`src/rtl/desc_dma_pkg.sv`:
```
package desc_dma_pkg;

  localparam int DESC_BYTES = 16;
  localparam int DESC_WORDS = 4;
  localparam int SIZE_W     = 13;

  // control-word bit positions
  localparam int F_NOIRQ   = 1;
  localparam int F_LAST    = 2;
  localparam int F_LINKED  = 4;
  localparam int F_RINGEND = 5;
  localparam int F_CARDERR = 30;
  localparam int F_OWN     = 31;

  // status flag positions
  localparam int NUM_FLAGS = 5;
  localparam int S_TX  = 0;
  localparam int S_RX  = 1;
  localparam int S_BUS = 2;
  localparam int S_DU  = 3;
  localparam int S_CE  = 4;
  localparam logic [NUM_FLAGS-1:0] NORMAL_MASK = 5'b00011;

  localparam logic [2:0] ERR_FETCH = 3'd1;
  localparam logic [2:0] ERR_WBACK = 3'd2;

  typedef enum logic [3:0] {
    ST_IDLE    = 4'd0,
    ST_RD_REQ  = 4'd1,
    ST_RD_WAIT = 4'd2,
    ST_BUF1    = 4'd3,
    ST_BUF2    = 4'd4,
    ST_WB_REQ  = 4'd5,
    ST_WB_WAIT = 4'd6,
    ST_SUSPEND = 4'd7,
    ST_HALT    = 4'd8
  } walk_state_e;

endpackage

```
`src/rtl/desc_next_addr.sv`:
```
module desc_next_addr
  import desc_dma_pkg::*;
#(
  parameter int AW  = 32,
  parameter int SKW = 5
) (
  input  logic [AW-1:0]  cur_i,
  input  logic [AW-1:0]  base_i,
  input  logic [AW-1:0]  link_i,
  input  logic           linked_i,
  input  logic           ring_end_i,
  input  logic [SKW-1:0] skip_i,
  output logic [AW-1:0]  next_o
);

  logic [AW-1:0] stride;

  assign stride = AW'(DESC_BYTES) + (AW'(skip_i) << 2);

  always_comb begin
    if (linked_i)        next_o = link_i;
    else if (ring_end_i) next_o = base_i;
    else                 next_o = cur_i + stride;
  end

endmodule

```
`src/rtl/desc_irq_status.sv`:
```
module desc_irq_status
  import desc_dma_pkg::*;
#(
  parameter int NF = NUM_FLAGS
) (
  input  logic          clk,
  input  logic          rst_n,
  input  logic          soft_rst,
  input  logic [NF-1:0] set_i,
  input  logic [NF-1:0] clr_i,
  input  logic [2:0]    code_i,
  input  logic [NF-1:0] int_en_i,
  input  logic          norm_en_i,
  input  logic          abn_en_i,
  output logic [NF-1:0] flags_o,
  output logic [2:0]    code_o,
  output logic          norm_sum_o,
  output logic          abn_sum_o,
  output logic          irq_o
);

  logic [NF-1:0] enabled;

  for (genvar g = 0; g < NF; g++) begin : g_flag
    always_ff @(posedge clk or negedge rst_n) begin
      if (!rst_n)         flags_o[g] <= 1'b0;
      else if (soft_rst)  flags_o[g] <= 1'b0;
      else if (set_i[g])  flags_o[g] <= 1'b1;
      else if (clr_i[g])  flags_o[g] <= 1'b0;
    end

    a_r12_clear: assert property (@(posedge clk) disable iff (!rst_n)
      (clr_i[g] && !set_i[g]) |=> !flags_o[g]);
    a_r12_sticky: assert property (@(posedge clk) disable iff (!rst_n)
      (flags_o[g] && !clr_i[g] && !soft_rst) |=> flags_o[g]);
  end

  always_ff @(posedge clk or negedge rst_n) begin
    if (!rst_n)             code_o <= '0;
    else if (soft_rst)      code_o <= '0;
    else if (set_i[S_BUS])  code_o <= code_i;
  end

  assign enabled    = flags_o & int_en_i;
  assign norm_sum_o = |(enabled & NORMAL_MASK);
  assign abn_sum_o  = |(enabled & ~NORMAL_MASK);
  assign irq_o      = (norm_sum_o && norm_en_i) || (abn_sum_o && abn_en_i);

  a_r9_code_nonzero: assert property (@(posedge clk) disable iff (!rst_n || soft_rst)
    flags_o[S_BUS] |-> (code_o != 3'd0));

endmodule

```
`src/rtl/desc_chain_dma.sv`:
```
module desc_chain_dma
  import desc_dma_pkg::*;
#(
  parameter int AW      = 32,
  parameter int SKW     = 5,
  parameter int MAX_LEN = 4096,
  localparam int LENW   = $clog2(MAX_LEN) + 1
) (
  input  logic                 clk,
  input  logic                 rst_n,
  input  logic                 cfg_enable,
  input  logic                 cfg_soft_reset,
  input  logic                 cfg_to_card,
  input  logic [AW-1:0]        cfg_base_addr,
  input  logic [SKW-1:0]       cfg_skip_words,
  input  logic                 poll_demand,
  input  logic [NUM_FLAGS-1:0] int_en,
  input  logic                 norm_en,
  input  logic                 abn_en,
  input  logic [NUM_FLAGS-1:0] status_clr,
  input  logic                 card_err,
  output logic                 mem_req_valid,
  input  logic                 mem_req_ready,
  output logic                 mem_req_write,
  output logic [AW-1:0]        mem_req_addr,
  output logic [31:0]          mem_req_wdata,
  input  logic                 mem_rsp_valid,
  input  logic [31:0]          mem_rsp_data,
  input  logic                 mem_rsp_err,
  output logic                 buf_valid,
  input  logic                 buf_ready,
  output logic [AW-1:0]        buf_addr,
  output logic [LENW-1:0]      buf_len,
  output logic                 buf_to_card,
  output logic [AW-1:0]        cur_desc_addr,
  output logic [NUM_FLAGS-1:0] st_flags,
  output logic [2:0]           st_err_code,
  output logic                 st_norm_sum,
  output logic                 st_abn_sum,
  output logic [3:0]           st_fsm,
  output logic                 irq
);

  localparam int WIDXW = $clog2(DESC_WORDS);
  localparam logic [WIDXW-1:0] LAST_WORD = WIDXW'(DESC_WORDS - 1);

  walk_state_e      state;
  logic [AW-1:0]    cur_q;
  logic [31:0]      word_q [DESC_WORDS];
  logic [WIDXW-1:0] widx_q;
  logic             ce_q;

  logic             go;
  logic [LENW-1:0]  len1, len2;
  logic             skip1, skip2;
  logic             linked;
  logic [31:0]      wb_word;
  logic [AW-1:0]    next_addr;
  logic             rd_ok, wb_ok, rsp_bad;
  logic [NUM_FLAGS-1:0] flag_set;

  function automatic logic [LENW-1:0] clamp_len(input logic [SIZE_W-1:0] sz);
    if (int'(sz) > MAX_LEN) return LENW'(MAX_LEN);
    return LENW'(sz);
  endfunction

  assign go     = cfg_enable && !cfg_soft_reset;
  assign linked = word_q[0][F_LINKED];
  assign len1   = clamp_len(word_q[1][SIZE_W-1:0]);
  assign len2   = clamp_len(word_q[1][2*SIZE_W-1:SIZE_W]);
  assign skip1  = (len1 == '0);
  assign skip2  = linked || (len2 == '0);

  always_comb begin
    wb_word           = word_q[0];
    wb_word[F_OWN]    = 1'b0;
    wb_word[F_CARDERR] = word_q[0][F_CARDERR] | ce_q;
  end

  desc_next_addr #(.AW(AW), .SKW(SKW)) u_next (
    .cur_i      (cur_q),
    .base_i     (cfg_base_addr),
    .link_i     (word_q[3][AW-1:0]),
    .linked_i   (linked),
    .ring_end_i (word_q[0][F_RINGEND]),
    .skip_i     (cfg_skip_words),
    .next_o     (next_addr)
  );

  // request ports
  always_comb begin
    mem_req_valid = 1'b0;
    mem_req_write = 1'b0;
    mem_req_addr  = cur_q + AW'({widx_q, 2'b00});
    mem_req_wdata = wb_word;
    buf_valid     = 1'b0;
    buf_addr      = word_q[2][AW-1:0];
    buf_len       = len1;
    unique case (state)
      ST_RD_REQ: mem_req_valid = go;
      ST_WB_REQ: begin
        mem_req_valid = go;
        mem_req_write = 1'b1;
        mem_req_addr  = cur_q;
      end
      ST_BUF1: buf_valid = go && !skip1;
      ST_BUF2: begin
        buf_valid = go && !skip2;
        buf_addr  = word_q[3][AW-1:0];
        buf_len   = len2;
      end
      default: ;
    endcase
  end

  assign buf_to_card = cfg_to_card;

  // response classification
  assign rsp_bad = mem_rsp_valid && mem_rsp_err &&
                   (state == ST_RD_WAIT || state == ST_WB_WAIT);
  assign rd_ok   = mem_rsp_valid && !mem_rsp_err && (state == ST_RD_WAIT);
  assign wb_ok   = mem_rsp_valid && !mem_rsp_err && (state == ST_WB_WAIT);

  always_comb begin
    flag_set        = '0;
    flag_set[S_BUS] = rsp_bad;
    flag_set[S_DU]  = rd_ok && (widx_q == '0) && !mem_rsp_data[F_OWN];
    if (wb_ok && word_q[0][F_LAST] && !word_q[0][F_NOIRQ]) begin
      flag_set[S_TX] = cfg_to_card;
      flag_set[S_RX] = !cfg_to_card;
    end
    flag_set[S_CE]  = wb_ok && wb_word[F_CARDERR];
  end

  // walk sequencer
  always_ff @(posedge clk or negedge rst_n) begin
    if (!rst_n) begin
      state  <= ST_IDLE;
      cur_q  <= '0;
      widx_q <= '0;
      ce_q   <= 1'b0;
      for (int i = 0; i < DESC_WORDS; i++) word_q[i] <= '0;
    end else if (cfg_soft_reset) begin
      state  <= ST_IDLE;
      cur_q  <= '0;
      widx_q <= '0;
      ce_q   <= 1'b0;
      for (int i = 0; i < DESC_WORDS; i++) word_q[i] <= '0;
    end else begin
      unique case (state)
        ST_IDLE: if (cfg_enable) begin
          cur_q  <= cfg_base_addr;
          widx_q <= '0;
          ce_q   <= 1'b0;
          state  <= ST_RD_REQ;
        end
        ST_RD_REQ: if (mem_req_valid && mem_req_ready) state <= ST_RD_WAIT;
        ST_RD_WAIT: if (mem_rsp_valid) begin
          if (mem_rsp_err) state <= ST_HALT;
          else begin
            word_q[widx_q] <= mem_rsp_data;
            if (widx_q == '0 && !mem_rsp_data[F_OWN]) state <= ST_SUSPEND;
            else if (widx_q == LAST_WORD)             state <= ST_BUF1;
            else begin
              widx_q <= widx_q + 1'b1;
              state  <= ST_RD_REQ;
            end
          end
        end
        ST_BUF1: begin
          ce_q <= ce_q | card_err;
          if (skip1 || (buf_valid && buf_ready)) state <= ST_BUF2;
        end
        ST_BUF2: begin
          ce_q <= ce_q | card_err;
          if (skip2 || (buf_valid && buf_ready)) state <= ST_WB_REQ;
        end
        ST_WB_REQ: if (mem_req_valid && mem_req_ready) state <= ST_WB_WAIT;
        ST_WB_WAIT: if (mem_rsp_valid) begin
          if (mem_rsp_err) state <= ST_HALT;
          else begin
            cur_q  <= next_addr;
            widx_q <= '0;
            ce_q   <= 1'b0;
            state  <= ST_RD_REQ;
          end
        end
        ST_SUSPEND: if (poll_demand) begin
          widx_q <= '0;
          state  <= ST_RD_REQ;
        end
        ST_HALT: ;
        default: state <= ST_IDLE;
      endcase
    end
  end

  desc_irq_status #(.NF(NUM_FLAGS)) u_status (
    .clk        (clk),
    .rst_n      (rst_n),
    .soft_rst   (cfg_soft_reset),
    .set_i      (flag_set),
    .clr_i      (status_clr),
    .code_i     ((state == ST_WB_WAIT) ? ERR_WBACK : ERR_FETCH),
    .int_en_i   (int_en),
    .norm_en_i  (norm_en),
    .abn_en_i   (abn_en),
    .flags_o    (st_flags),
    .code_o     (st_err_code),
    .norm_sum_o (st_norm_sum),
    .abn_sum_o  (st_abn_sum),
    .irq_o      (irq)
  );

  assign cur_desc_addr = cur_q;
  assign st_fsm        = state;

  // offered requests hold until accepted
  a_r13_mem_hold: assert property (@(posedge clk) disable iff (!rst_n)
    (mem_req_valid && !mem_req_ready && !cfg_soft_reset) |=>
      ((mem_req_valid || !cfg_enable) && $stable(mem_req_addr) && $stable(mem_req_write)));
  a_r13_buf_hold: assert property (@(posedge clk) disable iff (!rst_n)
    (buf_valid && !buf_ready && !cfg_soft_reset) |=>
      ((buf_valid || !cfg_enable) && $stable(buf_addr) && $stable(buf_len)));
  // lengths stay in range
  a_r5_len_range: assert property (@(posedge clk) disable iff (!rst_n)
    buf_valid |-> (buf_len != '0 && int'(buf_len) <= MAX_LEN));
  // write-back always returns ownership
  a_r6_owner_cleared: assert property (@(posedge clk) disable iff (!rst_n)
    (mem_req_valid && mem_req_write) |-> !mem_req_wdata[31]);
  // halted engine stays halted and silent
  a_r9_halt_sticky: assert property (@(posedge clk) disable iff (!rst_n)
    (st_fsm == 4'd8 && !cfg_soft_reset) |=> (st_fsm == 4'd8));
  a_r9_halt_quiet: assert property (@(posedge clk) disable iff (!rst_n)
    (st_fsm == 4'd8) |-> (!mem_req_valid && !buf_valid));
  // no traffic while parked
  a_r2_suspend_quiet: assert property (@(posedge clk) disable iff (!rst_n)
    (st_fsm == 4'd7) |-> (!mem_req_valid && !buf_valid));
  // disabled engine offers nothing
  a_r11_enable_gate: assert property (@(posedge clk) disable iff (!rst_n)
    !cfg_enable |-> (!mem_req_valid && !buf_valid));

endmodule

```
`config.mk`:
```
export PLATFORM = sky130hd
export DESIGN_NAME = desc_chain_dma
export DESIGN_NICKNAME = d
export VERILOG_FILES = /design/src/rtl/desc_dma_pkg.sv /design/src/rtl/desc_next_addr.sv /design/src/rtl/desc_irq_status.sv /design/src/rtl/desc_chain_dma.sv
export SDC_FILE = /design/constraint.sdc
export NUM_CORES = 1
export LEC_CHECK = 0
export ABC_AREA = 1
export BUFFER_PORTS_ARGS = -buffer_cell sky130_fd_sc_hd__buf_2
export CORE_MARGIN = 2
export CORE_UTILIZATION = 39
export CTS_BUF_LIST = sky130_fd_sc_hd__clkbuf_8
export DETAILED_ROUTE_END_ITERATION = 6
export PLACE_DENSITY = 0.65
export SETUP_SLACK_MARGIN = 0.3
export SYNTH_ARGS = -nofsm -noshare
export SYNTH_HDL_FRONTEND = slang
export SYNTH_SLANG_ARGS = --single-unit
```
`constraint.sdc`:
```
create_clock -name clk -period 3.1 [get_ports clk]
set_clock_uncertainty 0.2 [all_clocks]
set_input_delay 0.62 -clock clk [delete_from_list [all_inputs] [get_ports clk]]
set_output_delay 0.62 -clock clk [all_outputs]
set_load 0.01 [all_outputs]
```
# Word-level counts from Yosys, hierarchy flattened

Cells that the tools add are included.

Bits in latches: 0
ROM bits: 0
Memories: 0
Register bits: 175
RAM bits: 0

Magnitude comparators: 4
Mux-type cells: 74
Bitwise gates (word level): 4
$mul: 0
Equal/unequal tests: 23
Shift-type cells: 0
Reductions and logical operators: 55
Add/sub/neg operators: 4
Div/mod/pow operators: 0

Operator list:

| operator               | count |
|---|---|
| $mux W128              | 4 |
| $mux W32               | 9 |
| $bwmux W128            | 1 |
| $mux W13               | 5 |
| $demux W32 S2          | 1 |
| $pmux W32 S2           | 1 |
| $mux W4                | 11 |
| $ne A3 B3 Y1 const B   | 12 |
| $pmux W4 S9            | 1 |
| $add A32 B32 Y32       | 1 |
| $add A32 B4 Y32        | 1 |
| $gt A13 B13 Y1 const B | 2 |
| $logic_not A13 Y1      | 2 |
| $mux W2                | 12 |
| $mux W1                | 23 |
| $logic_and A1 B1 Y1    | 19 |
| $reduce_and A9 Y1      | 2 |
| $reduce_bool A3 Y1     | 6 |
| $eq A4 B3 Y1 const B   | 4 |
| $mux W3                | 3 |
| $add A5 B7 Y8 const A  | 1 |
| $eq A4 B2 Y1 const B   | 2 |
| $pmux W2 S4            | 1 |
| $reduce_and A4 Y1      | 2 |
| 22 further kinds       | 38 |

# Logic depth before layout (Yosys ltp)

Gate-level depths: netlist of the first run.

Depth after elaboration: 13
Mapped depth: 16
Mapped depth without buffers: 16

# Modules after synthesis

Synthesis of the first run repeated with hierarchy kept, for this count alone.

Cells, all modules: 1585
Area total of the unflattened synthesis: 10939.2 sq um

By module, submodules not included:

| module          | instances | area each (sq um) | cells an instance | seq. area each (sq um) |
|---|---|---|---|---|
| desc_chain_dma  | 1         | 8713.4            | 1119              | 4003.8 |
| desc_next_addr  | 1         | 1879.3            | 422               | 0.0 |
| desc_irq_status | 1         | 346.6             | 44                | 200.2 |

# Worst setup path before layout of the first run

No wires, ideal clock.

Path kind: reg-to-output
Start: register cur_q[2], in the netlist cur_desc_addr[2]
End: output port mem_req_addr[28]
Path buffers: 0
Arrival time: 2020 ps
Path slack: 260 ps
Stages on the path, launching flop included: 11
Path through: dfrtp_1 ha_1 inv_1 fa_1 inv_1 nand4_2 nor2_4 nand2_1 or2_1 nor2_1 xor2_1

Longest elaborated chain between the ends: 2

RTL lines:

| what                   | RTL line              | source |
|---|---|---|
| start, declared        | desc_chain_dma.sv:48  | `logic [AW-1:0] cur_q;` |
| start signal, assigned | desc_chain_dma.sv:152 | `cur_q <= cfg_base_addr;` |
| start signal, assigned | desc_chain_dma.sv:182 | `cur_q <= next_addr;` |
| $add A32 B4 Y32        | desc_chain_dma.sv:94  | `mem_req_addr = cur_q + AW'({widx_q, 2'b00});` |
| $mux W32               | desc_chain_dma.sv:99  | `unique case (state)` |
| end, declared          | desc_chain_dma.sv:25  | `output logic [AW-1:0] mem_req_addr,` |

Every way passes these cells.

# Final worst setup path of the first run

Start: register widx_q[0]
End: output port mem_req_addr[28]

Longest elaborated chain between the ends: 2

RTL lines:

| what                   | RTL line              | source |
|---|---|---|
| start, declared        | desc_chain_dma.sv:50  | `logic [WIDXW-1:0] widx_q;` |
| start signal, assigned | desc_chain_dma.sv:165 | `widx_q <= widx_q + 1'b1;` |
| $add A32 B4 Y32        | desc_chain_dma.sv:94  |  |
| $mux W32               | desc_chain_dma.sv:99  |  |

Every way passes these cells.

==> results of run 1 <==
cells by family (layout without fill, tap and decap cells):
logic type / after synthesis / count (layout) / synth area share
compound gates: 277 / 277 / 0.160
other cells: 1 / 3 / 0.000378
fa+ha+maj: 15 / 15 / 0.0204
xor+xnor: 28 / 28 / 0.0247
simple gates: 595 / 595 / 0.261
buf+inv: 253 / 542 / 0.113
flops: 167 / 167 / 0.421
worst register-to-register path: cells and delay by family, from the launching register on:
kind                     cells  cell delay, ns
flip-flops                   1            0.43
AND/OR/NAND/NOR              5            0.58
adder cells (fa/ha/maj)      1            0.40
AO/OA/AOI/OAI                3            0.49
buffers and inverters        3            0.41
registers in the layout (all words and copies together), names as in the netlist:
name and flops:
widx_q 2, word_q 91, mem_req_wdata 30, st_fsm 4
u_status.code_o 2, u_status.flags_o 5, cur_desc_addr 32, ce_q 1
metal layers:
metal / routed length (µm) / vias to the layer above / global-route usage
met5: 0 / - / 0
met4: 1300 / 0 / 0.105
met3: 3060 / 77 / 0.0409
met2: 17600 / 463 / 0.457
met1: 16400 / 5048 / 0.392
li1: - / 4974 / -
layout make-up:
class / count / area, µm²
inverter: 159 / 611
timing repair buffer: 352 / 2590
multi-input combinational: 917 / 5400
clock buffer: 18 / 248
sequential: 167 / 4200
fill: 2408 / 11500
tap: 330 / 413
clock inverter: 13 / 169
antenna: 1 / 2.50
placed cells by master, fill, tap and decap left out, types with 8 or more instances in the layout:
cell type and n:
o22ai_1 84, buf_12 13, nand2_1 278, inv_2 11, buf_4 67, nand2_4 20, nor2_2 8, nand3_1 115
nor2_1 67, nor2_4 14, buf_2 226, o21ai_2 14, a21oi_1 23, nor3_1 13, xor2_1 25, nand2_2 32
ha_1 11, o21ai_0 69, o21ai_4 17, dfrtp_2 17, nand3_2 11, buf_16 10, clkbuf_8 18, nand4_1 16
dfrtp_1 150, buf_6 31, o21ai_1 42, inv_1 144
worst paths after layout:
path / endpoint / cells past startpoint
min: u_status.flags_o[4] / 4
max in group asynchronous: cur_desc_addr[13] / 3
min reg2reg: mem_req_wdata[12] / 2
max reg2reg: cur_desc_addr[18] / 12
max: mem_req_addr[28] / 11
min in group asynchronous: mem_req_wdata[3] / 2
through the flow:
stage | instance area [µm²] | TNS [ns]
final | 13600 | -5.12
after global routing | 13600 | -8.02
after global placement | 11500 | 0
after floorplan | 9950 | 0
after CTS | 13200 | -3.44
after detailed placement | 11500 | 0
repair_timing:
action | CTS | global route
hold endpoints to repair | 63 | 0
hold buffers | 1 | 0
cloned | 10 | 0
setup buffers | 34 | 18
endpoints found under the setup margin | 73 | 74
gates resized for setup | 219 | 66
pin swaps | 33 | 21
power by group:
| group | internal (mW) | switching (mW) |
|---|---|---|
| Clock | 0.826 | 0.898 |
| Combinational | 1.55 | 2.27 |
| Sequential | 2.43 | 0.375 |
| Total | 4.81 | 3.55 |
==> results by group, run 1 <==
Synth
  • Cell Area, Synth: 9930 µm²
  • Cells after synthesis: 1336
  • Top_reg_cell synth: dfrtp_1
  • Distinct cells, synth: 48
  • Main area contributors after synthesis: dfrtp_1 42%, nand2_1 12%, nand3_1 6.6%, inv_1 5.6%, o22ai_1 5.4%
  • Post-synth top area cell: dfrtp_1
  • #FFs+latches synth: ~170
  • Share of the synthesized area in the top cell type: 0.421
  • Top post-synthesis cells by count: 320 x nand2_1, 167 x dfrtp_1, 149 x inv_1
  • Yosys warns: 0
  • Most frequent cell after synthesis: nand2_1
  • Post-synth ARST share: 1.00
  • Sequential share of the synthesized area: 0.421
  • EDFF count, synth: 0
  • Avg Cell Area, Syn: ~7.4 µm²

Die
  • Initial Util: 0.395
  • I/O pins: 252
  • Die span in y: 164 µm
  • CORE AREA: 25100 µm²
  • Die footprint: 26700 µm²
  • Rows: 58
  • Die width: ~160 µm

Global route
  • Vias in the first global route: approximately 10000
  • First-pass GRT wire length: around 58000 µm
  • Initial antenna violation count: 1
  • Gr usage total: 0.285
  • Largest net degree at the start of global routing: 99
  • Global route total overflow: 0

Power and ir drop
  • VDD IR-drop max: 0.000311 V
  • Power Density: 613 nW/µm²
  • Total power: 8.36 mW
  • Lkg Pwr: 6.92 nW

STA
  • Min Tclk post-route: ~3.4 ns
  • Measured slew at the worst slew-check pin: 0.683 ns
  • Final setup violation count: 23
  • Final worst-path cycle share: 1.11
  • FMAX: 0.291 GHz
  • RSZ-0062 raised after global routing: true
  • Slew Limit Fails: 0
  • Max_slew headroom: 0.540
  • Final Hold Violating Endpoints: 0
  • Fin Hold WS: about 0.19 ns
  • Final worst-path setup slack: -0.332 ns

Clocking
  • Clock buffer depth: 2
  • CTS sink cnt: between 150 and 200
  • Root Buffer: clkbuf_8
  • Skew-Pair Late Insertion Delay: 0.48 ns
  • CTS H-tree depth: 4
  • CTS clock-pin slew for the worst setup and hold paths: roughly 0.1 ns
  • CTS buffer count: 17
  • TritonCTS clock tree: done

Worst setup path
  • Arrival time worst endpoint: 2.61 ns
  • Setup CP Type: reg -> out
  • Crit-path slowest cell: dfrtp_1
  • R2R Path Start: cur_desc_addr[3]
  • Worst Setup Start Kind: register
  • CP max stage delay: about 0.41 ns
  • Worst Setup SP: widx_q[0]
  • FF-to-FF setup slack: 0.48 ns
  • CP Cell Sequence: ha_4 -> inv_2 -> fa_2 -> inv_2 -> nand4_4 -> nor2_4 -> nand2_4 -> or2_1 -> nor2_1 -> xor2_1 -> buf_2
  • Worst-path fanout max: 3
  • Cell with the most instances on the worst path: inv_2
  • Crit path capture type: output port
  • CP Data Required Time: between 2 and 2.5 ns
  • Cell family with most CP delay: simple AND/OR/NAND/NOR gates
  • Bufs and invs on worst path: 3

Route
  • Iteration-0 DRC Markers: 962
  • DR DRC count: 0
  • WL final: between 30000 and 40000 µm
  • Drt first pass iters: 5
  • Vias: 10600
  • Routed len/inst: 19.6 µm
  • Antenna-violating nets left: 0
  • Post-DR vias/cell: 5.40

Placed design
  • IO buf count: around 250
  • Worst Setup Slack post-DPL: 0.0676 ns
  • DP HPWL: 26200 µm
  • Global placer's final weighted congestion: 0.952
  • DP Cell Count: 1862

Cells and area
  • Core Util, Final: 0.543
  • Area grow syn2layout: 37.3%
  • Total Nets Final: 1721
  • Share of cells above drive strength 1: 0.344
  • Non-filler cells, final: 1957

Run status
  • Outcome: complete, but fails checks
  • Failing checks: negative setup slack

Job
  • Max-Cap Viols: 0

Min path
  • Min-delay worst type: in -> reg
  • Hold Startpoint: status_clr[4]
Power figures use the tool's default switching activity.
==> run 2: changes to the inputs <==
Settings changed: BUFFER_PORTS_ARGS -buffer_cell sky130_fd_sc_hd__buf_2 to not set, DONT_BUFFER_PORTS set to 1, PLACE_DENSITY 0.65 to 0.56.
==> results by group, run 2 (same netlist as run 1, synthesis figures left out) <==
Clocking
  • TritonCTS clock tree: done
  • Skew-Pair Late Insertion Delay: ~0.47 ns
  • CTS H-tree depth: 4
  • Clock buffer depth: 2
  • CTS Hold Bufs: 1
  • CTS clock-pin slew for the worst setup and hold paths: 0.11 ns
  • Root Buffer: clkbuf_8
  • CTS sink cnt: 167
  • CTS buffer count: 17

Route
  • WL final: 36300 µm
  • Routed len/inst: 21.2 µm
  • Post-DR vias/cell: 5.55
  • DR DRC count: 0
  • Vias: approximately 9500
  • Antenna-violating nets left: 0
  • Drt first pass iters: 7
  • Iteration-0 DRC Markers: 831

STA
  • Final worst-path setup slack: -0.220 ns
  • Final worst-path cycle share: 1.07
  • Measured slew at the worst slew-check pin: 0.626 ns
  • FMAX: approximately 0.3 GHz
  • Final setup violation count: 19
  • Slew Limit Fails: 0
  • Min Tclk post-route: 3.32 ns
  • Fin Hold WS: -0.372 ns
  • Max_slew headroom: 0.578
  • Final Hold Violating Endpoints: between 150 and 200
  • RSZ-0062 raised after global routing: true

Placed design
  • Global placer's final weighted congestion: between 0.9 and 1
  • Worst Setup Slack post-DPL: roughly 0.14 ns
  • DP HPWL: ~26000 µm
  • DP Area: 10300 µm²
  • IO buf count: 0

Cells and area
  • Post-route cell area: between 10000 and 15000 µm²
  • Diodes inserted: 0
  • Total Nets Final: 1479
  • Most common cell after layout, fill and taps aside: nand2_1
  • Max reg flops: 91
  • Largest reg by FF count: word_q
  • Area grow syn2layout: 24.3%
  • Core Util, Final: 0.491
  • Most frequent cells in the layout: 277 x nand2_1, 151 x dfrtp_1, 145 x inv_1
  • Share of cells above drive strength 1: 0.235

Die
  • Die width: 164 µm
  • Die footprint: 26700 µm²
  • I/O pins: 252
  • Rows: 58
  • Die span in y: 164 µm
  • Initial Util: 0.395
  • CORE AREA: 25100 µm²

Power and ir drop
  • VDD IR-drop max: 0.000328 V
  • Power Density: 635 nW/µm²
  • Lkg Pwr: 5.75 nW

Global route
  • Gr usage total: 0.270
  • Initial antenna violation count: 0
  • Vias in the first global route: just over 9000
  • Global route total overflow: 0
  • Largest net degree at the start of global routing: 168
  • First-pass GRT wire length: 54600 µm

Min path
  • Min-delay worst type: in -> async

Run status
  • Failing checks: negative hold slack, negative setup slack
  • Outcome: complete, but fails checks

Worst setup path
  • CP Data Required Time: 2.28 ns
  • Worst Setup Start Kind: register
  • Arrival time worst endpoint: 2.50 ns
  • Crit path capture type: output port
  • CP Cell Sequence: ha_4 -> inv_2 -> fa_2 -> inv_2 -> nand4_4 -> nor2_4 -> nand3_2 -> nor2_4 -> nand3_1 -> xor2_1 -> buf_4
  • Setup CP Type: reg -> out
  • CP max stage delay: approximately 0.40 ns
  • Worst-path fanout max: 3
  • Crit-path slowest cell: dfrtp_1

Job
  • Max-Cap Viols: 0
==> run 2: per-layer routing <==
layer / track usage / vias to the layer above / share of wire
met5: 0 / - / 0
met4: 0.0865 / 0 / 0.022
met3: 0.0711 / 52 / 0.081
met2: 0.428 / 354 / 0.46
met1: 0.360 / 4623 / 0.43
li1: - / 4491 / -
==> run 2: power breakdown <==
group / switching (mW) / leakage (nW) / internal (mW)
clock network: 0.986 / 0.220 / 0.759
logic: 1.95 / 3.25 / 1.22
registers: 0.490 / 2.28 / 2.43
==> run 2: repair_timing <==
item                       CTS  global route
gates cloned                 7             0
setup endpoints to repair   71            67
pin swaps                   33             8
gates resized for setup    244            42
buffers inserted            40             8
hold endpoints to repair   172           167
==> run 2: layout make-up <==
type | instances | area [µm²]
timing repair buffer | 110 | 1130
clock inverter | 15 | 188
multi-input combinational | 917 | 5560
fill | 2501 | 12800
tap | 330 | 413
sequential | 167 | 4200
clock buffer | 17 | 234
inverter | 159 | 611
==> run 2: final timing paths <==
| check | slack (ns) | start | endpoint | cells past startpoint |
|---|---|---|---|---|
| setup / recovery | -0.22 | cur_desc_addr[2] | mem_req_addr[26] | 11 |
| hold / removal | -0.37 | rst_n | cur_desc_addr[14] | 0 |
| setup reg to reg | 0.48 | cur_desc_addr[2] | cur_desc_addr[18] | 11 |
| hold reg to reg | 0.32 | ce_q | ce_q | 2 |
| max in group asynchronous | 2.75 | rst_n | word_q[28] | 0 |
| min in group clk | 0.03 | cfg_soft_reset | st_fsm[3] | 1 |
==> run 2: metrics by stage <==
stage,setup TNS (ns),total power [mW],instances
floorplan,0,4.45,1337
global placement,0,5.29,1627
detailed placement,0,5.28,1627
CTS,-2.54,7.74,1707
global route,-4.84,8.27,1715
finish,-2.36,7.83,1715
==> run 2: worst max-delay path: cells and delay by family (launching register included) <==
kind | cells | cell delay (ns)
adder cells (fa/ha/maj) | 2 | 0.49
flip-flops | 1 | 0.40
AND/OR/NAND/NOR | 5 | 0.71
XOR/XNOR | 1 | 0.17
buffers and inverters | 3 | 0.26
==> run 3: changes to the inputs <==
Settings changed: REMOVE_ABC_BUFFERS set to 1.
==> results by group, run 3 (same netlist as run 1, synthesis figures left out) <==
Run status
  • Outcome: complete, but fails checks
  • Failing checks: negative hold slack, negative setup slack

STA
  • Fin Hold WS: -0.384 ns
  • Max_slew headroom: 0.515
  • Final worst-path cycle share: 1.08
  • Min Tclk post-route: 3.36 ns
  • Measured slew at the worst slew-check pin: 0.721 ns
  • RSZ-0062 raised after global routing: true
  • Final Hold Violating Endpoints: around 170
  • Slew Limit Fails: 0
  • Final worst-path setup slack: -0.259 ns
  • Post-route setup TNS: -3.21 ns
  • FMAX: about 0.30 GHz
  • Final setup violation count: 22

Route
  • Iteration-0 DRC Markers: approximately 970
  • Drt first pass iters: 6
  • WL met2: 17900 µm
  • Met3 wire length: between 2000 and 3000 µm
  • Post-DR vias/cell: 5.58
  • Antenna-violating nets left: 0
  • WL met1: 16500 µm
  • WL final: approximately 38000 µm
  • Vias: 9698
  • DR top layer: met4
  • Routed len/inst: 21.9 µm
  • DR DRC count: 0

Global route
  • Global route total overflow: 0
  • Initial antenna violation count: 0
  • Gr usage total: 0.272
  • First-pass GRT wire length: 55000 µm
  • Vias in the first global route: 8933
  • Largest net degree at the start of global routing: 168

Clocking
  • CTS Hold Bufs: 1
  • Root Buffer: clkbuf_8
  • CTS clock-pin slew for the worst setup and hold paths: 0.12 ns
  • Skew-Pair Late Insertion Delay: roughly 0.48 ns
  • CTS sink cnt: roughly 170
  • CTS buffer count: 17
  • TritonCTS clock tree: done
  • CTS H-tree depth: 4
  • Clock buffer depth: 2

Worst setup path
  • Cell family with most CP delay: simple AND/OR/NAND/NOR gates
  • Setup CP Type: reg -> out
  • Worst Setup Start Kind: register
  • CP max stage delay: 0.38 ns
  • Crit path capture type: output port
  • CP Data Required Time: 2.28 ns
  • Crit-path slowest cell: dfrtp_1
  • Bufs and invs on worst path: 3
  • CP Cell Sequence: ha_2 -> inv_2 -> fa_2 -> inv_2 -> nand4_4 -> nor2_4 -> nand2_4 -> or2_4 -> nor2_4 -> xor2_1 -> buf_4
  • Worst-path fanout max: 3
  • Arrival time worst endpoint: 2.54 ns

Die
  • Initial Util: 0.395
  • Die width: ~160 µm
  • Die span in y: 164 µm
  • CORE AREA: 25100 µm²
  • Rows: 58
  • I/O pins: between 200 and 300
  • Die footprint: approximately 27000 µm²

Cells and area
  • Fillers: between 2000 and 2500
  • Area grow syn2layout: 30.6%
  • Total Nets Final: 1503
  • Most frequent cells in the layout: 270 x nand2_1, 149 x dfrtp_1, 143 x inv_1
  • Area of the multi-input gates: 5840 µm²
  • Largest reg by FF count: word_q
  • Share of cells above drive strength 1: 0.268
  • Storage element area: between 4000 and 5000 µm²
  • Core Util, Final: 0.516
  • Most common cell after layout, fill and taps aside: nand2_1
  • Diodes inserted: 0
  • Max reg flops: 91

Power and ir drop
  • VDD IR-drop max: 0.000302 V
  • Power Density: between 600 and 700 nW/µm²
  • Lkg Pwr: 6.06 nW

Job
  • Max-Cap Viols: 0

Placed design
  • DP HPWL: 25300 µm
  • Worst Setup Slack post-DPL: 0.0554 ns
  • IO buf count: 0
  • Global placer's final weighted congestion: 0.921

Min path
  • Min-delay worst type: in -> async
[run 3: final cells by class]
cell class | count | area share
repair buffers | 133 | 0.114
inverters | 159 | 0.0480
flip-flops and latches | 167 | 0.324
multi-input cells | 918 | 0.450
well taps | 330 | 0.0318
clock inverters | 15 | 0.0139
clock buffers | 17 | 0.0180
[run 3: layer usage]
layer	track usage	vias up
met5	0	-
met4	0.0805	0
met2	0.428	375
li1	-	4537
met3	0.0536	64
met1	0.380	4722
[run 3: report_power, final]
group          switching, mW  internal [mW]  total, mW
clock network           1.03          0.618       1.65
registers              0.522           2.43       2.95
logic                   2.11           1.43       3.53
[run 3: final timing paths]
| kind | start | to | slack (ns) | depth (start not counted) |
|---|---|---|---|---|
| max | cur_desc_addr[2] | mem_req_addr[28] | -0.26 | 11 |
| max reg2reg | st_fsm[0] | st_fsm[0] | 0.44 | 19 |
| min in group clk | cfg_soft_reset | u_status.code_o[0] | 0.03 | 1 |
| min reg2reg | ce_q | ce_q | 0.32 | 2 |
| max in group asynchronous | rst_n | cur_desc_addr[12] | 2.78 | 0 |
| min | rst_n | mem_req_wdata[24] | -0.38 | 0 |
[run 3: worst reg2reg max path, cell delays in order (launching register included)]
cell     delay (ns)
dfrtp_1        0.42
buf_6          0.15
nor2_4         0.10
inv_2          0.07
buf_6          0.11
buf_6          0.10
buf_6          0.10
buf_6          0.10
buf_4          0.12
buf_6          0.10
buf_6          0.10
buf_6          0.10
buf_6          0.11
nor4_4         0.26
nor2_1         0.07
o21ai_1        0.09
nor2_2         0.09
nand2_2        0.09
nand2_1        0.05
nand2_1        0.06
[run 3: through the flow]
step                      area [µm²]  power [mW]  cells
after floorplan                 9410        4.33   1243
after global placement         10300        5.34   1632
after detailed placement       10300        5.34   1632
after CTS                      11900        7.63   1709
after global routing           13000        8.58   1739
final                          13000        8.13   1739
[run 3: what timing repair did]
action	CTS	global route
gates cloned	5	6
buffers inserted	39	24
endpoints found under the setup margin	73	79
pin swaps	30	49
resized for setup	218	136
hold endpoints to repair	173	167
